<file path="src/rtl/i2c_chunk_pkg.sv">
package i2c_chunk_pkg;

  localparam int CHUNK_MAX = 4;
  localparam int IDX_W     = $clog2(CHUNK_MAX);
  localparam int CNT_W     = $clog2(CHUNK_MAX + 1);

  typedef enum logic [3:0] {
    S_IDLE,
    S_FLUSH,
    S_CHUNK,
    S_LOAD,
    S_ISSUE,
    S_WAIT,
    S_UNLOAD,
    S_NEXT,
    S_ABORT,
    S_FIN
  } seq_state_e;

  // bytes carried by the next chunk, given what is left of the message
  function automatic logic [CNT_W-1:0] chunk_take(input logic [15:0] rem);
    if (rem > 16'(CHUNK_MAX)) return CNT_W'(CHUNK_MAX);
    return rem[CNT_W-1:0];
  endfunction

  function automatic logic [7:0] addr_low(input logic [9:0] a, input logic ten);
    return ten ? a[7:0] : {a[6:0], 1'b0};
  endfunction

  // 10-bit header: 11110 followed by address bits 9:8, bit 0 left for R/W
  function automatic logic [7:0] addr_high(input logic [9:0] a, input logic ten);
    return ten ? {5'b11110, a[9:8], 1'b0} : 8'h00;
  endfunction

  function automatic logic addr_legal(input logic [15:0] a, input logic ten);
    return (a <= 16'h03FF) && (ten || (a <= 16'h007F));
  endfunction

endpackage

</file>
<file path="src/rtl/i2c_chunk_buf.sv">
module i2c_chunk_buf #(
  parameter int DW    = 8,
  parameter int DEPTH = 4,
  localparam int IW   = $clog2(DEPTH)
) (
  input  logic          clk,
  input  logic          rst_n,
  input  logic          flush,
  input  logic          we,
  input  logic [IW-1:0] widx,
  input  logic [DW-1:0] wdata,
  input  logic [IW-1:0] ridx_a,
  output logic [DW-1:0] rdata_a,
  input  logic [IW-1:0] ridx_b,
  output logic [DW-1:0] rdata_b
);

  logic [DEPTH-1:0][DW-1:0] ent_q;
  logic                     any_set;

  always_ff @(posedge clk or negedge rst_n) begin
    if (!rst_n) begin
      ent_q <= '0;
    end else begin
      for (int i = 0; i < DEPTH; i++) begin
        if (flush)                       ent_q[i] <= '0;
        else if (we && widx == IW'(i))   ent_q[i] <= wdata;
      end
    end
  end

  assign rdata_a = ent_q[ridx_a];
  assign rdata_b = ent_q[ridx_b];
  assign any_set = |ent_q;

  // flush wins over a concurrent write and leaves every entry clear
  p_flush_zero_r11: assert property (@(posedge clk) disable iff (!rst_n)
    flush |=> !any_set);

endmodule

</file>
<file path="src/rtl/i2c_addr_fmt.sv">
module i2c_addr_fmt
  import i2c_chunk_pkg::*;
(
  input  logic       clk,
  input  logic       rst_n,
  input  logic [9:0] addr,
  input  logic       ten,
  output logic [7:0] lo,
  output logic [7:0] hi
);

  assign lo = addr_low(addr, ten);
  assign hi = addr_high(addr, ten);

  p_ten_hdr_r8: assert property (@(posedge clk) disable iff (!rst_n)
    ten |-> (hi[7:3] == 5'b11110) && !hi[0] && (lo == addr[7:0]));

  p_seven_fmt_r8: assert property (@(posedge clk) disable iff (!rst_n)
    !ten |-> (hi == 8'h00) && !lo[0]);

endmodule

</file>
<file path="src/rtl/i2c_chunk_ctrl.sv">
module i2c_chunk_ctrl
  import i2c_chunk_pkg::*;
#(
  parameter int AIN_W = 11,
  parameter int LEN_W = 8
) (
  input  logic             clk,
  input  logic             rst_n,
  input  logic             start,
  input  logic [AIN_W-1:0] tgt_addr,
  input  logic             ten_bit,
  input  logic             rd,
  input  logic [LEN_W-1:0] len,
  input  logic             chained,
  input  logic             wr_valid,
  output logic             wr_ready,
  output logic             ld_we,
  output logic [IDX_W-1:0] cur_idx,
  output logic             buf_flush,
  output logic             rd_valid,
  output logic             cmd_valid,
  output logic [IDX_W-1:0] cmd_cnt_m1,
  output logic             cmd_chain,
  output logic             cmd_rstart,
  output logic             cmd_rd,
  output logic             eng_abort,
  output logic [9:0]       msg_addr,
  output logic             msg_ten,
  input  logic             eng_done,
  input  logic [CNT_W-1:0] eng_xfer_cnt,
  input  logic             eng_err,
  output logic             msg_done,
  output logic             msg_err
);

  seq_state_e       st_q, st_d;
  logic [9:0]       a_q, grp_a_q;
  logic             ten_q, rd_q, chn_q, err_q;
  logic             grp_open_q, grp_ten_q;
  logic [LEN_W-1:0] rem_q;
  logic [CNT_W-1:0] cnt_q;
  logic [IDX_W-1:0] idx_q;

  logic start_ok, last_chunk, idx_end, fin_ok;
  logic ev_reject, ev_eng_fail, ev_short, ev_short_quiet;
  logic outst_q;

  assign start_ok = (len != '0)
                 && addr_legal(16'(tgt_addr), ten_bit)
                 && (!grp_open_q || ((tgt_addr[9:0] == grp_a_q) && (ten_bit == grp_ten_q)));
  assign last_chunk = rem_q <= LEN_W'(CHUNK_MAX);
  assign idx_end    = CNT_W'(idx_q) == (cnt_q - CNT_W'(1));
  assign fin_ok     = rem_q == LEN_W'(cnt_q);

  assign ev_reject      = (st_q == S_IDLE) && start && !start_ok;
  assign ev_eng_fail    = (st_q == S_WAIT) && eng_done && eng_err;
  assign ev_short       = (st_q == S_WAIT) && eng_done && !eng_err && (eng_xfer_cnt != cnt_q);
  assign ev_short_quiet = ev_short && last_chunk && !chn_q;

  always_comb begin
    st_d = st_q;
    unique case (st_q)
      S_IDLE:   if (start) st_d = start_ok ? S_FLUSH : S_FIN;
      S_FLUSH:  st_d = S_CHUNK;
      S_CHUNK:  st_d = rd_q ? S_ISSUE : S_LOAD;
      S_LOAD:   if (wr_valid && idx_end) st_d = S_ISSUE;
      S_ISSUE:  st_d = S_WAIT;
      S_WAIT: begin
        if (eng_done) begin
          if (eng_err)                   st_d = S_FIN;
          else if (eng_xfer_cnt != cnt_q) st_d = (last_chunk && !chn_q) ? S_FIN : S_ABORT;
          else                           st_d = rd_q ? S_UNLOAD : S_NEXT;
        end
      end
      S_UNLOAD: if (idx_end) st_d = S_NEXT;
      S_NEXT:   st_d = fin_ok ? S_FIN : S_CHUNK;
      S_ABORT:  st_d = S_FIN;
      S_FIN:    st_d = S_IDLE;
      default:  st_d = S_IDLE;
    endcase
  end

  always_ff @(posedge clk or negedge rst_n) begin
    if (!rst_n) begin
      st_q       <= S_IDLE;
      a_q        <= '0;
      ten_q      <= 1'b0;
      rd_q       <= 1'b0;
      chn_q      <= 1'b0;
      err_q      <= 1'b0;
      rem_q      <= '0;
      cnt_q      <= '0;
      idx_q      <= '0;
      grp_open_q <= 1'b0;
      grp_a_q    <= '0;
      grp_ten_q  <= 1'b0;
    end else begin
      st_q <= st_d;
      unique case (st_q)
        S_IDLE: begin
          if (start) begin
            a_q   <= tgt_addr[9:0];
            ten_q <= ten_bit;
            rd_q  <= rd;
            chn_q <= chained;
            rem_q <= len;
            err_q <= !start_ok;
          end
        end
        S_CHUNK: begin
          cnt_q <= chunk_take(16'(rem_q));
          idx_q <= '0;
        end
        S_LOAD:   if (wr_valid) idx_q <= idx_q + IDX_W'(1);
        S_WAIT: begin
          if (eng_done) begin
            idx_q <= '0;
            if (eng_err || (eng_xfer_cnt != cnt_q)) err_q <= 1'b1;
          end
        end
        S_UNLOAD: idx_q <= idx_q + IDX_W'(1);
        S_NEXT:   if (!fin_ok) rem_q <= rem_q - LEN_W'(cnt_q);
        S_FIN: begin
          grp_open_q <= !err_q && chn_q;
          grp_a_q    <= a_q;
          grp_ten_q  <= ten_q;
        end
        default: ;
      endcase
    end
  end

  assign wr_ready   = st_q == S_LOAD;
  assign ld_we      = wr_ready && wr_valid;
  assign cur_idx    = idx_q;
  assign buf_flush  = st_q == S_FLUSH;
  assign rd_valid   = st_q == S_UNLOAD;
  assign cmd_valid  = st_q == S_ISSUE;
  assign cmd_cnt_m1 = IDX_W'(cnt_q - CNT_W'(1));
  assign cmd_chain  = cmd_valid && !last_chunk;
  assign cmd_rstart = cmd_valid && last_chunk && chn_q;
  assign cmd_rd     = rd_q;
  assign eng_abort  = st_q == S_ABORT;
  assign msg_addr   = a_q;
  assign msg_ten    = ten_q;
  assign msg_done   = st_q == S_FIN;
  assign msg_err    = msg_done && err_q;

  // engine handshake tracker, driven from the command strobe and the engine reply
  always_ff @(posedge clk or negedge rst_n) begin
    if (!rst_n)         outst_q <= 1'b0;
    else if (cmd_valid) outst_q <= 1'b1;
    else if (eng_done)  outst_q <= 1'b0;
  end

  p_one_outstanding_r12: assert property (@(posedge clk) disable iff (!rst_n)
    cmd_valid |-> !outst_q);

  p_chain_rstart_excl_r3: assert property (@(posedge clk) disable iff (!rst_n)
    cmd_valid |-> !(cmd_chain && cmd_rstart));

  p_abort_ends_r6: assert property (@(posedge clk) disable iff (!rst_n)
    eng_abort |=> msg_done && msg_err);

  p_quiet_short_r6: assert property (@(posedge clk) disable iff (!rst_n)
    ev_short_quiet |=> msg_done && msg_err && !eng_abort);

  p_fail_stops_r7: assert property (@(posedge clk) disable iff (!rst_n)
    ev_eng_fail |=> msg_done && msg_err && !cmd_valid && !eng_abort);

  p_reject_r9: assert property (@(posedge clk) disable iff (!rst_n)
    ev_reject |=> msg_done && msg_err);

  p_done_pulse_r13: assert property (@(posedge clk) disable iff (!rst_n)
    msg_done |=> !msg_done && !cmd_valid);

endmodule

</file>
<file path="src/rtl/i2c_chunk_seq.sv">
module i2c_chunk_seq
  import i2c_chunk_pkg::*;
#(
  parameter int AIN_W = 11,
  parameter int LEN_W = 8
) (
  input  logic             clk,
  input  logic             rst_n,
  input  logic             start,
  input  logic [AIN_W-1:0] tgt_addr,
  input  logic             ten_bit,
  input  logic             rd,
  input  logic [LEN_W-1:0] len,
  input  logic             chained,
  input  logic [7:0]       wr_data,
  input  logic             wr_valid,
  output logic             wr_ready,
  output logic [7:0]       rd_data,
  output logic             rd_valid,
  output logic             cmd_valid,
  output logic [IDX_W-1:0] cmd_cnt_m1,
  output logic             cmd_chain,
  output logic             cmd_rstart,
  output logic             cmd_rd,
  output logic             eng_abort,
  output logic [7:0]       addr_lo,
  output logic [7:0]       addr_hi,
  output logic             addr_ten,
  input  logic [IDX_W-1:0] eng_buf_idx,
  output logic [7:0]       eng_buf_rdata,
  input  logic             eng_buf_we,
  input  logic [7:0]       eng_buf_wdata,
  input  logic             eng_done,
  input  logic [CNT_W-1:0] eng_xfer_cnt,
  input  logic             eng_err,
  output logic             msg_done,
  output logic             msg_err
);

  logic             ld_we, buf_flush, bw_en;
  logic [IDX_W-1:0] cur_idx, bw_idx;
  logic [7:0]       bw_data;
  logic [9:0]       msg_addr;
  logic             msg_ten;

  i2c_chunk_ctrl #(.AIN_W(AIN_W), .LEN_W(LEN_W)) u_ctrl (
    .clk          (clk),
    .rst_n        (rst_n),
    .start        (start),
    .tgt_addr     (tgt_addr),
    .ten_bit      (ten_bit),
    .rd           (rd),
    .len          (len),
    .chained      (chained),
    .wr_valid     (wr_valid),
    .wr_ready     (wr_ready),
    .ld_we        (ld_we),
    .cur_idx      (cur_idx),
    .buf_flush    (buf_flush),
    .rd_valid     (rd_valid),
    .cmd_valid    (cmd_valid),
    .cmd_cnt_m1   (cmd_cnt_m1),
    .cmd_chain    (cmd_chain),
    .cmd_rstart   (cmd_rstart),
    .cmd_rd       (cmd_rd),
    .eng_abort    (eng_abort),
    .msg_addr     (msg_addr),
    .msg_ten      (msg_ten),
    .eng_done     (eng_done),
    .eng_xfer_cnt (eng_xfer_cnt),
    .eng_err      (eng_err),
    .msg_done     (msg_done),
    .msg_err      (msg_err)
  );

  // the sequencer's loader owns the write port while it fills a chunk
  assign bw_en   = ld_we || eng_buf_we;
  assign bw_idx  = ld_we ? cur_idx : eng_buf_idx;
  assign bw_data = ld_we ? wr_data : eng_buf_wdata;

  i2c_chunk_buf #(.DW(8), .DEPTH(CHUNK_MAX)) u_buf (
    .clk     (clk),
    .rst_n   (rst_n),
    .flush   (buf_flush),
    .we      (bw_en),
    .widx    (bw_idx),
    .wdata   (bw_data),
    .ridx_a  (eng_buf_idx),
    .rdata_a (eng_buf_rdata),
    .ridx_b  (cur_idx),
    .rdata_b (rd_data)
  );

  i2c_addr_fmt u_addr (
    .clk   (clk),
    .rst_n (rst_n),
    .addr  (msg_addr),
    .ten   (msg_ten),
    .lo    (addr_lo),
    .hi    (addr_hi)
  );

  assign addr_ten = msg_ten;

endmodule

</file>
<file path="config.mk">
export PLATFORM = sky130hd
export DESIGN_NAME = i2c_chunk_seq
export DESIGN_NICKNAME = d
export VERILOG_FILES = /design/src/rtl/i2c_chunk_pkg.sv /design/src/rtl/i2c_chunk_buf.sv /design/src/rtl/i2c_addr_fmt.sv /design/src/rtl/i2c_chunk_ctrl.sv /design/src/rtl/i2c_chunk_seq.sv
export SDC_FILE = /design/constraint.sdc
export NUM_CORES = 1
export LEC_CHECK = 0
export BUFFER_PORTS_ARGS = -buffer_cell sky130_fd_sc_hd__buf_2
export CAP_MARGIN = 10
export CORE_UTILIZATION = 43
export CTS_CLUSTER_DIAMETER = 120
export DETAILED_ROUTE_END_ITERATION = 16
export GPL_TIMING_DRIVEN = 0
export MAX_ROUTING_LAYER = met4
export PLACE_DENSITY = 0.65
export SYNTH_ARGS = -nofsm -noshare
export SYNTH_HDL_FRONTEND = slang
export SYNTH_SLANG_ARGS = --single-unit
export TNS_END_PERCENT = 50
</file>
<file path="constraint.sdc">
create_clock -name clk -period 2.72 [get_ports clk]
set_input_delay 0.544 -clock clk [delete_from_list [all_inputs] [get_ports clk]]
set_output_delay 0.544 -clock clk [all_outputs]
set_load 0.03 [all_outputs]
</file>
; ---- Yosys cells after proc, flatten, opt, wreduce, memory -nomap -nowiden
; Index checks and enable logic that the tools add are counted.
[word_totals]
in_bits = 50
mem_bits_rw = 0
rom_bits = 0
latchBits = 0
mem_count = 0
word_cells = 131
register_bits = 75
out_inout_bits = 44
[op_classes]
mux = 42
add_sub_neg = 3
shifts = 0
n_reduce_logical = 40
n_eq_ne = 24
n_div = 0
n_lt_le_gt_ge = 6
mul = 0
bitwise = 0
[ops]
columns = op, count
row1 = 8-bit two-way mux, 15
row2 = 4-bit case mux with 9 select lines, 1
row3 = 8-bit binary-select mux with 2-bit select, 2
row4 = 4-bit two-way mux, 8
row5 = "4-bit by 3-bit equality test with 1-bit output, second input constant", 4
row6 = 1-bit logical AND, 16
row7 = 8-bit case mux with 2 select lines, 1
row8 = "2-bit != test, second input constant", 6
row9 = 2-bit nonzero test, 6
row10 = "11-bit by 10-bit less-or-equal comparator with 1-bit output, second input constant", 1
row11 = "11-bit by 7-bit less-or-equal comparator with 1-bit output, second input constant", 1
row12 = 10-bit equality test, 1
row13 = 3-bit two-way mux, 3
row14 = "4-bit by 2-bit equality test with 1-bit output, second input constant", 2
row15 = "4-bit equality test, second input constant", 2
row16 = 8-bit by 3-bit equality test with 1-bit output, 1
row17 = "8-bit by 3-bit > comparator with 1-bit output, second input constant", 1
row18 = "8-bit by 3-bit less-or-equal comparator with 1-bit output, second input constant", 1
row19 = 2-bit case mux with 4 select lines, 1
row20 = 4-bit AND reduction, 2
row21 = 8-bit nonzero test, 1
row22 = 8-bit by 3-bit subtractor with 8-bit output, 1
row23 = 1-bit two-way mux, 7
row24 = "2-bit by 3-bit less-than comparator with 1-bit output, second input constant", 2
row25 = 18 further kinds, 29

; ---- Longest topological paths before layout
; Gate-level depths: netlist of run 1.
[depth]
depth_word = 8
depth_mapped = 8
mapped_depth_nobuf = 7

; ---- Cells and area by module
; A second synthesis of run 1 with hierarchy kept.
[hier_totals]
cells_unflattened = 426
hier_area_um2 = 4720.8
[by_module_without_submodules]
columns = mod, cells_per_inst, seq_area_each_um2, instances, area_each_um2
row1 = i2c_chunk_ctrl, 260, 1076.0, 1, 2546.2
row2 = i2c_chunk_buf, 136, 800.8, 1, 1823.0
row3 = i2c_addr_fmt, 18, 0.0, 1, 187.7
row4 = i2c_chunk_seq, 12, 0.0, 1, 163.9

; ---- Worst setup path after synthesis of run 1
; OpenSTA, ideal clock, no wires.
[synth_timing]
kind = register to output
startpoint = reg u_ctrl.st_q[2]
endpoint = out cmd_rstart
n_path_buf = 2
stages_incl_launch_ff = 7
path_slack_ns = 0.007
arrival_ns = 2.169
required_ns = 2.176
path_cell_list = dfrtp_1 > buf_2 > buf_1 > nand2b_1 > nor3_1 > nand2_1 > nor2_1
[synth_between]
elab_chain_cells = 3
[synth_lines]
columns = element, line_no
row1 = "start, declared", i2c_chunk_ctrl.sv:36  ; seq_state_e st_q, st_d;
row2 = "start signal, assigned", i2c_chunk_ctrl.sv:98  ; st_q <= st_d;
row3 = 4-bit by 3-bit equality test with 1-bit output, i2c_chunk_ctrl.sv:138  ; assign cmd_valid = st_q == S_ISSUE;
row4 = named net cmd_valid, i2c_chunk_seq.sv:20  ; output logic cmd_valid,
row5 = 1-bit logical AND (2 in a row), i2c_chunk_ctrl.sv:141  ; assign cmd_rstart = cmd_valid && last_chunk && chn_q;
row6 = "end, declared", i2c_chunk_seq.sv:23  ; output logic cmd_rstart,
; The timed path passes the listed nets, and every way through them passes these cells.

; ---- Worst setup path in the final report of run 1
[layout_timing]
startpoint = reg u_ctrl.st_q[2]
endpoint = out msg_err
[layout_between]
elab_chain_cells = 2
[layout_lines]
columns = element, line_no
row1 = 4-bit equality test, i2c_chunk_ctrl.sv:146  ; assign msg_done = st_q == S_FIN;
row2 = 1-bit logical AND, i2c_chunk_ctrl.sv:147  ; assign msg_err = msg_done && err_q;
row3 = "end, declared", i2c_chunk_seq.sv:37  ; output logic msg_err
; Every way passes these cells.

==> flow_summary.json, run 1 <==
{
  "outcome": "finished, final reports clean",
  "postPlaceCellArea_mm2": 0.00509,
  "hpwlAfterDp_um": 7910,
  "multi_input_area_mm2": 0.00235,
  "ys_seq_elements": 75,
  "worstPathArrival_ps": 2030,
  "ioPinCount": 94,
  "post_cts_buffers": 0,
  "initial_core_util_pct": 45.0,
  "clkPwrFrac_pct": 16.6,
  "holdWs_ps": 387,
  "avgSynthCellArea_um2": 10.6,
  "die_h_um": 104,
  "synth_compound_area_share_pct": 13.7,
  "yosysUniqueCellTypes": 60,
  "min_from": "rd",
  "synth-adder-area-share_pct": 1.58,
  "hold_depth": 3,
  "pwr-share-comb_pct": 51.7,
  "postRouteAntennaNets": 0,
  "ys_seq_area_share_pct": 42.3,
  "cts_tree": "built",
  "switching_share_pct": 43.8,
  "ir_worst_vdd_uv": 657,
  "synth-xor-area-share_pct": 3.75,
  "clkTransAtPathRegs_ps": 90,
  "nets": 579,
  "finalMaxSlewViolations": 0,
  "cts_buffer_depth": 2,
  "fillers": 908,
  "fp-row-count": 36,
  "core_area_mm2": 0.00986,
  "firstDrtPassIters": 4,
  "reg2reg_from": "u_ctrl.st_q[2]",
  "p_int_uw": 3650,
  "cts_sinks": 75,
  "slew_headroom_pct": 43.3,
  "finish.utilization_pct": 54.4,
  "max_cap_violations": 0,
  "cp_common_cell": "buf_2",
  "cp_slowest_stage_delay_ps": 360,
  "switchingPower_uw": 2840,
  "cp_cell_sequence": "buf_2, buf_2, nand2b_2, nor2_4, buf_4, and2_1, buf_2",
  "sequentialPowerShare_pct": 31.6,
  "synth_top_cell_by_area": "dfrtp_1",
  "finalClockSkew_ps": 11.7,
  "worst_ep_required_time_ps": 2180,
  "synth_simple_gate_area_share_pct": 14.7,
  "ys_async_sr_fraction_pct": 100,
  "die_w_um": 104,
  "clockRootBuffer": "clkbuf_8",
  "finalNonFillerCells": 662,
  "io_buffers": 91,
  "drt-vias-per-instance": 5.37,
  "synthCells": 419,
  "insertion_delay_ps": 360,
  "grtUsageTotal_pct": 22.1,
  "period_needed_ps": 2580,
  "cts_htree_levels": 3,
  "grt-ovfl-total": 0,
  "register_area_mm2": 0.00188,
  "die_area_mm2": 0.0107,
  "p_per_area_mw_per_mm2": 1210,
  "worst_path_max_delay_cell": "dfrtp_1",
  "routabilityCongestion": 0.875,
  "crit_fanout": 10,
  "drc": 0,
  "synth_top_family_by_area": "multiplexers",
  "drive_above_1_share_pct": 32.7,
  "tns_ps": 0,
  "grt_pass1_vias": 3547,
  "cp-start-kind": "flip-flop",
  "synth_top_area_share_pct": 42.3,
  "hold_path.class": "input pin to flip-flop",
  "antenna_found_initial": 0,
  "max_clock_freq_ghz": 0.388,
  "p_leak_uw": 0.00245,
  "fin_crit_sh_pct": 94.7,
  "rsz0062_at_grt": "no",
  "synth_edf_count": 0,
  "setup_viol": 0,
  "placed_cells": 645,
  "n_antenna_cell": 0,
  "synthMuxAreaShare_pct": 18.7,
  "end_kind": "output port",
  "worstSetupStartpoint": "u_ctrl.st_q[2]",
  "r2r_cells": 7,
  "routed_wl_um": 11000,
  "worst_slew_pin_slew_ps": 840,
  "drt_iter0_markers": 165,
  "synth_ff_type": "dfrtp_1",
  "wl_per_cell_um": 16.7,
  "syn_area_mm2": 0.00443,
  "syn2layout_area_growth_pct": 21.1,
  "critPathKind": "flip-flop to output port",
  "synth_warnings": 0,
  "hold_violations": 0,
  "grt_max_degree": 68,
  "grt_first_pass_wirelength_um": 18200,
  "stdcell_area_mm2": 0.00537,
  "numCtsBuffers": 9,
  "synth_area_leaders": "dfrtp_1 (42%), mux4_2 (8.1%), a211oi_1 (4.6%)",
  "vias": 3558
}
[per-stage QoR]
| step | worst slack [ps] | total power (uW) |
|---|---|---|
| final | 143 | 6490 |
| after global routing | 31.3 | 6910 |
| after CTS | 60.4 | 6520 |
| after detailed placement | 151 | 5410 |
| after global placement | 181 | 5320 |
| after floorplan | 7.48 | 4520 |
[routing by layer]
layer | global-route usage [%] | vias to the layer above | wire length (um) | share of wire [%]
met4 | 5.69 | 0 | 109 | 0.99
met5 | - | - | 0 | 0
met3 | 3.65 | 9 | 569 | 5.2
met1 | 29.9 | 1716 | 5050 | 46
met2 | 34.6 | 94 | 5310 | 48
li1 | - | 1739 | - | -
[final timing paths]
path | to | slack, ps
min in group asynchronous | u_ctrl.msg_addr[2] | 570
worst max register to register | u_buf.ent_q[30] | 260
worst max-delay path | msg_err | 140
max in group asynchronous | u_buf.ent_q[4] | 1600
worst min-delay path | u_ctrl.cmd_rd | 390
worst min register to register | u_ctrl.grp_open_q | 500
[cells in the final DEF (no fill, tap or decap), drive strengths merged, types with 2 or more instances in the layout]
cell type    n
buf        109
dfrtp       75
nor2        38
mux2        34
nand2       28
a211oi      27
clkbuf      23
o21ai       22
a21oi       19
mux4        16
inv         14
xor2        13
nor3        10
or2          9
mux2i        8
and2         7
xnor2        6
nor4         6
nand3        5
nand2b       5
nor3b        4
nor2b        4
o22ai        4
ha           4
or3          3
bufinv       3
clkinvlp     3
or4          2
a31oi        2
o311ai       2
conb         2
nand4b       2
a31o         2
[synthesized netlist by cell type (5+ instances only)]
| master | number |
|---|---|
| o21ai_0 | 13 |
| a211oi_1 | 27 |
| nand3_1 | 5 |
| dfrtp_1 | 75 |
| or2_1 | 8 |
| mux4_2 | 16 |
| nand2_1 | 28 |
| mux2_1 | 16 |
| mux2_2 | 16 |
| clkbuf_1 | 13 |
| nor4_1 | 5 |
| nor2_1 | 38 |
| mux2i_1 | 8 |
| o21ai_1 | 9 |
| inv_1 | 13 |
| a21oi_1 | 19 |
| buf_4 | 7 |
| xor2_1 | 13 |
| xnor2_1 | 6 |
| nor3_1 | 10 |
| and2_1 | 6 |
| nand2b_1 | 5 |
[worst max-delay path: cells and delay by family (launching register included)]
kind / cells / cell delay (ps)
buffers and inverters: 4 / 750
AND/OR/NAND/NOR: 3 / 560
flip-flops: 1 / 360
[final cells by class]
class                      count  area share [%]
multi-input combinational    301            43.7
sequential                    75            34.9
timing repair buffer          93            9.23
clock inverter                 6            2.10
tap                          133            3.10
buffer                        30            3.38
clock buffer                  10            2.56
inverter                      14           0.979
[power by group through the flow]
stage / logic (uW) / clock network (uW) / registers [uW]
final: 3360 / 1080 / 2050
after global placement: 3280 / 0 / 2040
after global routing: 3650 / 1130 / 2130
after CTS: 3370 / 1090 / 2050
after floorplan: 2550 / 0 / 1970
after detailed placement: 3340 / 0 / 2070
[state kept, by name (all words and copies together) (netlist names)]
| register | count |
|---|---|
| u_ctrl.grp_a_q | 10 |
| u_ctrl.grp_open_q | 1 |
| u_ctrl.st_q | 4 |
| u_ctrl.cnt_q | 3 |
| u_ctrl.chn_q | 1 |
| u_buf.ent_q | 32 |
| u_ctrl.cur_idx | 2 |
| u_ctrl.msg_addr | 10 |
| u_ctrl.err_q | 1 |
| u_ctrl.cmd_rd | 1 |
| u_ctrl.msg_ten | 1 |
| u_ctrl.rem_q | 8 |
| u_ctrl.grp_ten_q | 1 |
[timing repair]
action	in CTS	in global routing
setup endpoints to repair	11	8
hold buffers	1	0
endpoints found under the hold margin	5	0
gates resized for setup	8	5
[kinds of logic after synthesis]
logic type / Yosys count
compound gates: 91
xor+xnor: 19
fa+ha+maj: 5
buf+inv: 44
flops: 75
mux: 58
other cells: 1
simple gates: 126
(Power assumes the default switching activity.)
==> run 2, diff against run 1 <==
--- a/config.mk
+++ b/config.mk
@@ -7,12 +7,13 @@
 export LEC_CHECK = 0
 export BUFFER_PORTS_ARGS = -buffer_cell sky130_fd_sc_hd__buf_2
 export CAP_MARGIN = 10
-export CORE_UTILIZATION = 43
+export CELL_PAD_IN_SITES_DETAIL_PLACEMENT = 1
+export CELL_PAD_IN_SITES_GLOBAL_PLACEMENT = 2
+export CORE_UTILIZATION = 35
 export CTS_CLUSTER_DIAMETER = 120
 export DETAILED_ROUTE_END_ITERATION = 16
 export GPL_TIMING_DRIVEN = 0
-export MAX_ROUTING_LAYER = met4
-export PLACE_DENSITY = 0.65
+export PLACE_DENSITY = 0.84
 export SYNTH_ARGS = -nofsm -noshare
 export SYNTH_HDL_FRONTEND = slang
 export SYNTH_SLANG_ARGS = --single-unit
==> run 2 against run 1 <==
Compared with the run above: fmax down 2.4%; largest power group unchanged; clock power up 15%; cell area up 1.6%; hold slack worse by 330 ps; sequential share of layout area down 0.55 points; via count up 2.9%; clock skew down 4.2 ps; final cell count up 5.0%; utilization down 9.6 points; clock-buffer cell count up 2; setup slack worse by 64 ps.
==> flow_summary.json, run 2 (synthesis results as in run 1) <==
{
  "reg2reg_from": "u_ctrl.st_q[2]",
  "r2r_cells": 7,
  "worst_slack_ps": 79.4,
  "vias": 3660,
  "drt-vias-per-instance": 5.27,
  "period_needed_ps": 2640,
  "grtUsageTotal_pct": 20.5,
  "clockRootBuffer": "clkbuf_16",
  "n_antenna_cell": 0,
  "antenna_found_initial": 0,
  "max_cap_violations": 0,
  "worstSetupStartpoint": "u_ctrl.st_q[1]",
  "cts_sinks": 75,
  "fp-row-count": 40,
  "grt_max_degree": 63,
  "preCtsSetupSlack_ps": 105,
  "p_leak_uw": 0.00248,
  "grt_first_pass_wirelength_um": 20300,
  "wl_per_cell_um": 18.0,
  "drc": 0,
  "largest_register_ffs": 32,
  "slew_headroom_pct": 52.7,
  "cts_tree": "built",
  "hpwlAfterDp_um": 9360,
  "max_clock_freq_ghz": 0.379,
  "fin_crit_sh_pct": 97.1,
  "hold_path.class": "input pin to asynchronous set/reset pin",
  "cts_buffer_depth": 2,
  "clkTransAtPathRegs_ps": 60,
  "worst_ep_required_time_ps": 2180,
  "mostFrequentLayoutCell": "buf_2",
  "tns_ps": 0,
  "p_per_area_mw_per_mm2": 1230,
  "die_h_um": 115,
  "end_kind": "output port",
  "r2r_slack_ps": 270,
  "routed_wl_um": 12500,
  "cp-start-kind": "flip-flop",
  "die_area_mm2": 0.0131,
  "nets": 577,
  "endpoint": "msg_err",
  "worstPathArrival_ps": 2100,
  "initial_core_util_pct": 36.5,
  "syn2layout_area_growth_pct": 23.0,
  "post_cts_buffers": 0,
  "fillers": 1385,
  "die_w_um": 115,
  "rr_endpoint": "u_buf.ent_q[30]",
  "final_cell_mix": "buf_2 (94), dfrtp_1 (75), nor2_1 (37)",
  "grt_pass1_vias": 3929,
  "routabilityCongestion": 0.819,
  "rsz0062_at_grt": "no",
  "numCtsBuffers": 9,
  "insertion_delay_ps": 350,
  "core_area_mm2": 0.0122,
  "worst_slew_pin_slew_ps": 701,
  "finalMaxSlewViolations": 0,
  "ioPinCount": 94,
  "setup_viol": 0,
  "grt-ovfl-total": 0,
  "firstDrtPassIters": 4,
  "postRouteAntennaNets": 0,
  "cts_htree_levels": 3,
  "hold_violations": 0,
  "drive_above_1_share_pct": 32.1,
  "largest-register": "u_buf.ent_q",
  "drt_iter0_markers": 168,
  "io_buffers": 91,
  "ctsHoldBuffers": 0,
  "finalClockSkew_ps": 7.44,
  "outcome": "finished, final reports clean",
  "ir_worst_vdd_uv": 551,
  "crit_fanout": 10,
  "critPathKind": "flip-flop to output port"
}
[run 2: routing by layer]
metal	GRT usage (%)	wire length, um
met5	0	0
met1	25.3	5420
met4	8.66	276
met2	35.7	6380
met3	3.07	410
[run 2: what timing repair did]
action	CTS	global route
endpoints found under the hold margin	0	0
gates resized for setup	5	3
setup endpoints to repair	12	1
[run 2: worst min-delay path by stage]
stage                 startpoint           endpoint  slack (ps)  depth (start not counted)
2_1_floorplan              rst_n     u_buf.ent_q[0]         250                          0
3_3_place_gp   u_ctrl.grp_a_q[1]  u_ctrl.grp_a_q[1]         490                          1
3_5_place_dp               rst_n    u_ctrl.rem_q[4]         430                          1
4_1_cts                    rst_n    u_ctrl.rem_q[0]          60                          1
5_1_grt                    rst_n    u_ctrl.rem_q[0]          70                          1
6_report                   rst_n      u_ctrl.cmd_rd          60                          1
[run 2: worst max-delay path, stage by stage, from the launching register on]
cell	delay [ps]
dfrtp_1	450
buf_2	220
nand2b_1	300
nor2_4	200
buf_4	220
and2_1	160
buf_2	200
[run 2: report_power, final]
part           switching, uW  internal [uW]  total (uW)  leakage (uW)
logic                   2030           1380        3410       0.00138
clock network            482            759        1240      0.000153
registers                436           1630        2070      0.000942
total                   2950           3770        6720       0.00248
[run 2: final cells by class]
| class | count | area (um^2) | share of cell area [%] |
|---|---|---|---|
| multi-input cells | 301 | 2340 | 42.9 |
| flip-flops and latches | 75 | 1880 | 34.4 |
| repair buffers | 92 | 485 | 8.90 |
| clock buffers | 12 | 256 | 4.70 |
| well taps | 168 | 210 | 3.85 |
| plain buffers | 29 | 183 | 3.35 |
| inverters | 14 | 52.6 | 0.963 |
| clock inverters | 4 | 48.8 | 0.894 |
[run 2: through the flow]
stage / cell area, um^2 / hold WS [ps] / utilization (%) / instances / total power [uW]
floorplan: 4440 / 248 / - / 420 / 4520
global placement: 5100 / 490 / 42.0 / 679 / 5380
detailed placement: 5130 / 426 / 42.2 / 680 / 5510
CTS: 5450 / 57.7 / 44.8 / 695 / 6780
global route: 5460 / 65.6 / 44.9 / 695 / 7170
finish: 5460 / 57.2 / 44.9 / 695 / 6720
==> run 3, diff against run 2 <==
--- a/config.mk
+++ b/config.mk
@@ -9,6 +9,7 @@
 export CAP_MARGIN = 10
 export CELL_PAD_IN_SITES_DETAIL_PLACEMENT = 1
 export CELL_PAD_IN_SITES_GLOBAL_PLACEMENT = 2
+export CORE_MARGIN = 8
 export CORE_UTILIZATION = 35
 export CTS_CLUSTER_DIAMETER = 120
 export DETAILED_ROUTE_END_ITERATION = 16
==> constraint.sdc (replaced) <==
create_clock -name clk -period 3 [get_ports clk]
set_input_delay 0.6 -clock clk [delete_from_list [all_inputs] [get_ports clk]]
set_output_delay 0.6 -clock clk [all_outputs]
set_load 0.03 [all_outputs]
==> run 3 against run 2 <==
Compared with the run above: clock power fell by 13%; clock-buffer cell count down 1; non-clock buffer count unchanged; clock skew increased by 0.80 ps; largest power group unchanged; highest routed layer unchanged.
==> flow_summary.json, run 3 (synthesis results as in run 1) <==
{
  "grt_first_pass_wirelength_um": 22300,
  "critPathKind": "flip-flop to output port",
  "cp_cell_sequence": "buf_2, buf_1, nand2b_1, nor2_4, clkbuf_4, and2_1, buf_2",
  "register_area_mm2": 0.00188,
  "max_cap_violations": 0,
  "hpwlAfterDp_um": 10200,
  "drive_above_1_share_pct": 31.7,
  "switching_share_pct": 44.6,
  "reg2reg_from": "u_ctrl.cnt_q[2]",
  "drt-vias-per-instance": 5.32,
  "grt-ovfl-total": 0,
  "routabilityCongestion": 0.804,
  "firstDrtPassIters": 6,
  "critPathTopFamily": "buffers and inverters",
  "hold_path.class": "input pin to asynchronous set/reset pin",
  "ioPinCount": 94,
  "cts_sinks": 75,
  "p_leak_uw": 0.00246,
  "finish.utilization_pct": 43.4,
  "fillers": 1436,
  "sequentialPowerShare_pct": 31.1,
  "die_area_mm2": 0.0165,
  "largest_register_ffs": 32,
  "path_depth": 7,
  "worst_ep_required_time_ps": 2400,
  "max_clock_freq_ghz": 0.360,
  "grt_max_degree": 51,
  "ctsHoldBuffers": 0,
  "cp_common_cell": "buf_2",
  "p_int_uw": 3370,
  "vias": 3720,
  "post_cts_buffers": 0,
  "numCtsBuffers": 9,
  "grt_pass1_vias": 4150,
  "hold_violations": 0,
  "cts_resized": 0,
  "tns_ps": 0,
  "cts_buffer_depth": 2,
  "rr_endpoint": "u_ctrl.rem_q[7]",
  "ir_worst_vdd_uv": 487,
  "n_antenna_cell": 0,
  "cts_htree_levels": 3,
  "routed_wl_um": 13500,
  "wl_per_cell_um": 19.3,
  "critPathBufInv": 4,
  "holdWs_ps": 179,
  "pwr-share-comb_pct": 51.1,
  "cp_slowest_stage_delay_ps": 350,
  "nets": 577,
  "fp-row-count": 41,
  "setup_viol": 0,
  "insertion_delay_ps": 350,
  "postRouteAntennaNets": 0,
  "final_cell_mix": "buf_2 (93), dfrtp_1 (75), nor2_1 (37)",
  "r2r_slack_ps": 570,
  "r2r_cells": 8,
  "clkTransAtPathRegs_ps": 60,
  "finalMaxSlewViolations": 0,
  "io_buffers": 91,
  "drc": 0,
  "slew_headroom_pct": 51.6,
  "worst_slew_pin_slew_ps": 717,
  "die_h_um": 129,
  "outcome": "finished, final reports clean",
  "largest-register": "u_buf.ent_q",
  "die_w_um": 129,
  "cts_tree": "built",
  "end_kind": "output port",
  "clkPwrFrac_pct": 17.8,
  "worst_path_max_delay_cell": "dfrtp_1",
  "switchingPower_uw": 2710,
  "drt_iter0_markers": 218,
  "fin_crit_sh_pct": 92.6,
  "p_per_area_mw_per_mm2": 1120,
  "mostFrequentLayoutCell": "buf_2",
  "period_needed_ps": 2780,
  "finalClockSkew_ps": 8.23,
  "total_power_uw": 6080,
  "crit_fanout": 10,
  "syn2layout_area_growth_pct": 22.6,
  "multi_input_area_mm2": 0.00235,
  "initial_core_util_pct": 35.4,
  "core_area_mm2": 0.0125,
  "antenna_found_initial": 0,
  "rsz0062_at_grt": "no",
  "cp-start-kind": "flip-flop",
  "grtUsageTotal_pct": 17.2,
  "clockRootBuffer": "clkbuf_16",
  "worstPathArrival_ps": 2180
}
run 3: cell types whose count changed in the layout (fill, tap and decap cells not counted):
cell             change
clkbuf_1             +2
nor3_1               -1
buf_4                -1
clkbuf_8             -2
buf_2                -1
clkbuf_4             +1
buf_1                +1
clkdlybuf4s15_2      -1
clkinv_2             +1
nor3_2               +1
run 3: final cells by class:
type,instances,share of cell area (%)
Timing Repair Buffer,92,8.93
Tap cell,172,3.96
Multi-Input combinational cell,301,43.2
Clock buffer,11,4.28
Inverter,14,0.966
Sequential cell,75,34.5
Buffer,29,3.20
Clock inverter,5,0.989
run 3: through the flow:
step / instances / setup slack [ps] / instance area (um^2)
5_1_grt: 699 / 38.8 / 5440
4_1_cts: 699 / 11.0 / 5420
2_1_floorplan: 420 / 231 / 4440
3_3_place_gp: 683 / 314 / 5110
6_report: 699 / 222 / 5440
3_5_place_dp: 684 / 318 / 5140
run 3: power by group through the flow:
stage / logic (uW) / registers [uW] / clock network (uW)
6_report: 3100 / 1890 / 1080
2_1_floorplan: 2310 / 1790 / 0
5_1_grt: 3390 / 1970 / 1140
4_1_cts: 3140 / 1890 / 1100
3_5_place_dp: 3130 / 1900 / 0
3_3_place_gp: 3040 / 1860 / 0
run 3: how the worst max path moves through the flow:
| stage | end | start | slack (ps) |
|---|---|---|---|
| 6_report | msg_err | u_ctrl.st_q[2] | 220 |
| 5_1_grt | msg_err | u_ctrl.st_q[2] | 40 |
| 4_1_cts | msg_err | u_ctrl.st_q[2] | 10 |
| 3_5_place_dp | msg_err | u_ctrl.st_q[0] | 320 |
| 3_3_place_gp | msg_err | u_ctrl.st_q[0] | 310 |
| 2_1_floorplan | cmd_rstart | u_ctrl.st_q[2] | 230 |
run 3: routing by layer:
layer  part of all wire [%]  track usage [%]
met3                    5.9             5.25
met5                      0                0
met1                     42             20.3
met2                     50             29.6
met4                    1.5             4.98
